--- src/rtl/dsteer_pkg.sv ---
package dsteer_pkg;

  // Capability of a decode slot.
  typedef enum logic [0:0] {
    SLOT_GENERAL    = 1'b0,
    SLOT_RESTRICTED = 1'b1
  } slot_kind_e;

  function automatic slot_kind_e slot_kind(input int idx);
    return (idx == 0) ? SLOT_GENERAL : SLOT_RESTRICTED;
  endfunction

endpackage

--- src/rtl/dsteer_classify.sv ---
module dsteer_classify
  import dsteer_pkg::*;
#(
  parameter int SLOTS = 3,
  parameter int UOP_W = 3
) (
  input  logic [SLOTS-1:0]       in_valid,
  input  logic [SLOTS-1:0]       in_simple,
  input  logic [SLOTS-1:0]       in_mem,
  input  logic [SLOTS*UOP_W-1:0] in_uops,
  output logic [SLOTS-1:0]       elig
);

  localparam logic [UOP_W-1:0] ONE_UOP = UOP_W'(1);

  for (genvar k = 0; k < SLOTS; k++) begin : g_slot
    if (slot_kind(k) == SLOT_GENERAL) begin : g_general
      assign elig[k] = in_valid[k];
    end else begin : g_restricted
      logic [UOP_W-1:0] cnt;
      assign cnt     = in_uops[k*UOP_W +: UOP_W];
      assign elig[k] = in_valid[k] & in_simple[k] & ~in_mem[k] & (cnt == ONE_UOP);
    end
  end

endmodule

--- src/rtl/dsteer_prefix.sv ---
module dsteer_prefix #(
  parameter int SLOTS = 3,
  parameter int CNT_W = $clog2(SLOTS + 1)
) (
  input  logic             clk,
  input  logic             rst_n,
  input  logic             ready,
  input  logic [SLOTS-1:0] elig,
  output logic [SLOTS-1:0] grant,
  output logic [CNT_W-1:0] consume
);

  always_comb begin
    logic run;
    run     = ready;
    consume = '0;
    for (int k = 0; k < SLOTS; k++) begin
      grant[k] = run & elig[k];
      run      = grant[k];
      consume  = consume + CNT_W'(grant[k]);
    end
  end

  // backpressure withholds every grant
  p_hold_r1: assert property (@(posedge clk) disable iff (!rst_n)
    !ready |-> (grant == '0 && consume == '0));

  // grants are a contiguous run from the head
  for (genvar k = 1; k < SLOTS; k++) begin : g_chk
    p_prefix_r4: assert property (@(posedge clk) disable iff (!rst_n)
      grant[k] |-> grant[k-1]);
  end

endmodule

--- src/rtl/dsteer_uop_sum.sv ---
module dsteer_uop_sum #(
  parameter int SLOTS = 3,
  parameter int UOP_W = 3,
  parameter int SUM_W = $clog2(SLOTS * ((1 << UOP_W) - 1) + 1)
) (
  input  logic [SLOTS-1:0]       grant,
  input  logic [SLOTS*UOP_W-1:0] in_uops,
  output logic [SUM_W-1:0]       uop_total
);

  always_comb begin
    uop_total = '0;
    for (int k = 0; k < SLOTS; k++) begin
      if (grant[k]) uop_total = uop_total + SUM_W'(in_uops[k*UOP_W +: UOP_W]);
    end
  end

endmodule

--- src/rtl/dsteer_top.sv ---
module dsteer_top #(
  parameter int SLOTS = 3,
  parameter int UOP_W = 3,
  parameter int CNT_W = $clog2(SLOTS + 1),
  parameter int SUM_W = $clog2(SLOTS * ((1 << UOP_W) - 1) + 1)
) (
  input  logic                   clk,
  input  logic                   rst_n,
  input  logic                   ready,
  input  logic [SLOTS-1:0]       in_valid,
  input  logic [SLOTS-1:0]       in_simple,
  input  logic [SLOTS-1:0]       in_mem,
  input  logic [SLOTS*UOP_W-1:0] in_uops,
  output logic [SLOTS-1:0]       grant,
  output logic [CNT_W-1:0]       consume,
  output logic [SUM_W-1:0]       uop_total
);

  logic [SLOTS-1:0] elig;

  dsteer_classify #(.SLOTS(SLOTS), .UOP_W(UOP_W)) u_class (
    .in_valid (in_valid),
    .in_simple(in_simple),
    .in_mem   (in_mem),
    .in_uops  (in_uops),
    .elig     (elig)
  );

  dsteer_prefix #(.SLOTS(SLOTS), .CNT_W(CNT_W)) u_prefix (
    .clk    (clk),
    .rst_n  (rst_n),
    .ready  (ready),
    .elig   (elig),
    .grant  (grant),
    .consume(consume)
  );

  dsteer_uop_sum #(.SLOTS(SLOTS), .UOP_W(UOP_W), .SUM_W(SUM_W)) u_sum (
    .grant    (grant),
    .in_uops  (in_uops),
    .uop_total(uop_total)
  );

  // a valid head always goes out when downstream is ready
  p_head_r2: assert property (@(posedge clk) disable iff (!rst_n)
    (ready && in_valid[0]) |-> grant[0]);

  // nothing leaves without a valid head
  p_nohead_r9: assert property (@(posedge clk) disable iff (!rst_n)
    !in_valid[0] |-> (grant == '0));

  // restricted slots only see single-uop register work
  for (genvar k = 1; k < SLOTS; k++) begin : g_rchk
    p_restricted_r3: assert property (@(posedge clk) disable iff (!rst_n)
      grant[k] |-> (in_valid[k] && in_simple[k] && !in_mem[k]
                    && in_uops[k*UOP_W +: UOP_W] == UOP_W'(1)));
  end

  // pop count agrees with the grant vector
  p_count_r7: assert property (@(posedge clk) disable iff (!rst_n)
    $countones(grant) == int'(consume));

  // no micro-ops appear without a granted entry
  p_idle_r8: assert property (@(posedge clk) disable iff (!rst_n)
    (consume == '0) |-> (uop_total == '0));

endmodule

--- config.mk ---
export PLATFORM = sky130hd
export DESIGN_NAME = dsteer_top
export DESIGN_NICKNAME = d
export VERILOG_FILES = /design/src/rtl/dsteer_pkg.sv /design/src/rtl/dsteer_classify.sv /design/src/rtl/dsteer_prefix.sv /design/src/rtl/dsteer_uop_sum.sv /design/src/rtl/dsteer_top.sv
export SDC_FILE = /design/constraint.sdc
export NUM_CORES = 1
export LEC_CHECK = 0
export ABC_AREA = 1
export BUFFER_PORTS_ARGS = -buffer_cell sky130_fd_sc_hd__buf_2
export CORE_AREA = 2 2 39 41
export DETAILED_ROUTE_END_ITERATION = 12
export DIE_AREA = 0 0 41 43
export GPL_TIMING_DRIVEN = 0
export PLACE_DENSITY = 0.7
export SYNTH_ARGS = -nofsm -noshare
export SYNTH_HDL_FRONTEND = slang
export SYNTH_SLANG_ARGS = --single-unit
export TNS_END_PERCENT = 1
--- constraint.sdc ---
create_clock -name vclk -period 3.9
set_input_delay 0.78 -clock vclk [all_inputs]
set_output_delay 0.78 -clock vclk [all_outputs]
set_load 0.02 [all_outputs]
==> results_dict.tcl <==
set metrics [dict create \
    status "complete, no violations" \
    p_per_area_nw_per_um2 68.83 \
    synth_nets 107 \
    final.fill_count 164 \
    intPower_mw 0.01795 \
    worstPathCellList "buf_2 -> nand2_2 -> nor2_1 -> ha_1 -> ha_1 -> o21ai_1 -> inv_1 -> fa_1 -> inv_1 -> nor2_1 -> o21ai_1 -> nand2_1 -> buf_2" \
    critPathMaxStageDelay_ps 440 \
    worstPathRequired_ps 3120 \
    tns_ps 0 \
    max_freq_mhz 287.4 \
    clock_buffers 0 \
    hpwl_um 941.4 \
    yosysSeqAreaShare_pct 0 \
    crit_slowest_cell "fa_1" \
    drv_cap 0 \
    rsz0062_at_grt "false" \
    vias_per_cell 4.736 \
    initial_core_util_pct 34.90 \
    die-width_um 41 \
    grt_max_degree 7 \
    hold_buffers 0 \
    synth_cell_type_count 24 \
    yosysTopAreaCell "ha_1" \
    ir_drop_mv 0.02744 \
    pwr-share-seq_pct 0 \
    fin_util_pct 46.11 \
    hold_viol_final 0 \
    pwr-share-comb_pct 100.0 \
    drt_iter0_drc 7 \
    startpoint_type "input pin" \
    crit_type "input pin to primary output" \
    setup_viol 0 \
    design.seq.count 0 \
    placedCellCount 121 \
    leakage_nw 0.4269 \
    syn_to_final_growth_pct 32.12 \
    ff_latch_area_sq_um 0 \
    period_needed_ps 3479 \
    tightest_slew_ps 236.3 \
    dp_slack_ps 414.2 \
    finalWorstSetupSlack_ps 420.8 \
    arrival_ps 2700 \
    cts-resized-gates 0 \
    first_global_vias 491 \
    io_buffers 27 \
    p_sw_share_pct 59.14 \
    std_cell_rows 14 \
    gr-total-overflow 0 \
    hold_path_class "input pin to primary output" \
    yosys_warnings 0 \
    synth_area_sq_um 483.0 \
    n_antenna_cell 0 \
    antenna_found_initial 0 \
    period_share_pct 89.21 \
    finalWirelength_um 1039 \
    core_area_sq_um 1384 \
    drtAntennaViolNets 0 \
    nets 136 \
    critPathCaptureType "primary output" \
    fp.dieArea_sq_um 1763 \
    grt_use_total_pct 13.20 \
    crit_path_max_fanout 5 \
    dr.pass1.iters 3 \
    yosys-top-cells-area "ha_1 18%, nand2_1 13%, inv_1 10%" \
    place_congestion 0.6859 \
    maxSlewViolCount 0 \
    clkPwrFrac_pct 0 \
    vias 573 \
    synth_top_cell_area_share_pct 18.13 \
    synth.avg_cell_area_sq_um 6.192 \
    p_sw_mw 0.02597 \
    detail_route.wl_per_cell_um 8.587 \
    grt_pass1_wl_um 1731 \
    drc 0 \
    ys_top_cells_by_count "17 x nand2_1, 13 x inv_1, 9 x nor2_1" \
    max-slew-margin-rel_pct 84.19 \
    chipHeight_um 43 \
    drive_above_1_share_pct 36.19 \
    final_cells 121 \
    syn-instance-count 78 \
    postCtsSetupRepairBufs 0 \
    power_mw 0.04392 \
    synthMostInstantiatedCell "nand2_1" \
    pin_count 31 \
]
through the flow:
stage	cell area, sq um	hold slack (ps)
global placement	638.1	1965
floorplan	483.0	1696
finish	638.1	1970
CTS	638.1	1972
global route	638.1	1996
detailed placement	638.1	1972
routing by layer:
| metal | share of wire (%) | routed length [um] | global-route usage (%) |
|---|---|---|---|
| met5 | 0 | 0 | 0 |
| met4 | 0 | 0 | 0 |
| met3 | 4.2 | 44 | 0 |
| met2 | 54 | 564 | 25.62 |
| met1 | 41 | 431 | 15.87 |
final timing paths:
| kind | from | endpoint | cells past startpoint |
|---|---|---|---|
| worst max-delay path | ready | uop_total[2] | 13 |
| worst min-delay path | in_simple[1] | consume[1] | 4 |
final cells by class:
cell class / instances / area, sq um / area share [%]
Tap cell: 16 / 20.02 / 3.137
Multi-Input combinational cell: 62 / 415.4 / 65.10
Inverter: 16 / 67.56 / 10.59
Timing Repair Buffer: 27 / 135.1 / 21.18
critical path, delay by kind of cell:
family          cells  cell delay, ps
fa+ha+maj           3             900
buf+inv             4             430
compound gates      2             300
simple gates        4             290
cell families after synthesis:
family	Yosys count	share of synthesized area [%]
AND/OR/NAND/NOR	44	51.55
AO/OA/AOI/OAI	9	10.36
XOR/XNOR	1	1.814
buffers and inverters	16	13.99
adder cells (fa/ha/maj)	8	22.28
power by group through the flow:
| stage | Combinational, mW | Clock (mW) | Sequential, mW |
|---|---|---|---|
| 2_1_floorplan | 0.0267 | 0 | 0 |
| 3_3_place_gp | 0.0433 | 0 | 0 |
| 3_5_place_dp | 0.0444 | 0 | 0 |
| 4_1_cts | 0.0446 | 0 | 0 |
| 5_1_grt | 0.0513 | 0 | 0 |
| 6_report | 0.0439 | 0 | 0 |
cell usage in the layout, fill, tap and decap left out:
| master | synthesis | final |
|---|---|---|
| clkinv_4 | 1 | 1 |
| inv_4 | 1 | 1 |
| nor2_8 | 1 | 1 |
| fa_1 | 1 | 1 |
| clkinv_1 | 1 | 1 |
| o211ai_1 | 1 | 1 |
| nand4_1 | 1 | 1 |
| nand3_4 | 1 | 1 |
| o21ai_1 | 4 | 4 |
| o21a_1 | 1 | 1 |
| buf_2 | 0 | 27 |
| nor3_2 | 1 | 1 |
| nand3_2 | 2 | 2 |
| nand2_1 | 17 | 17 |
| o21ai_0 | 1 | 1 |
| nand3b_1 | 1 | 1 |
| nand2_2 | 2 | 2 |
| nand2_4 | 2 | 2 |
| ha_1 | 7 | 7 |
| nor2_1 | 9 | 9 |
| nand3_1 | 6 | 6 |
| a21oi_1 | 2 | 2 |
| inv_1 | 13 | 13 |
| nor3_1 | 1 | 1 |
| xor2_1 | 1 | 1 |
Note: power is estimated with default switching activity, not from simulation.
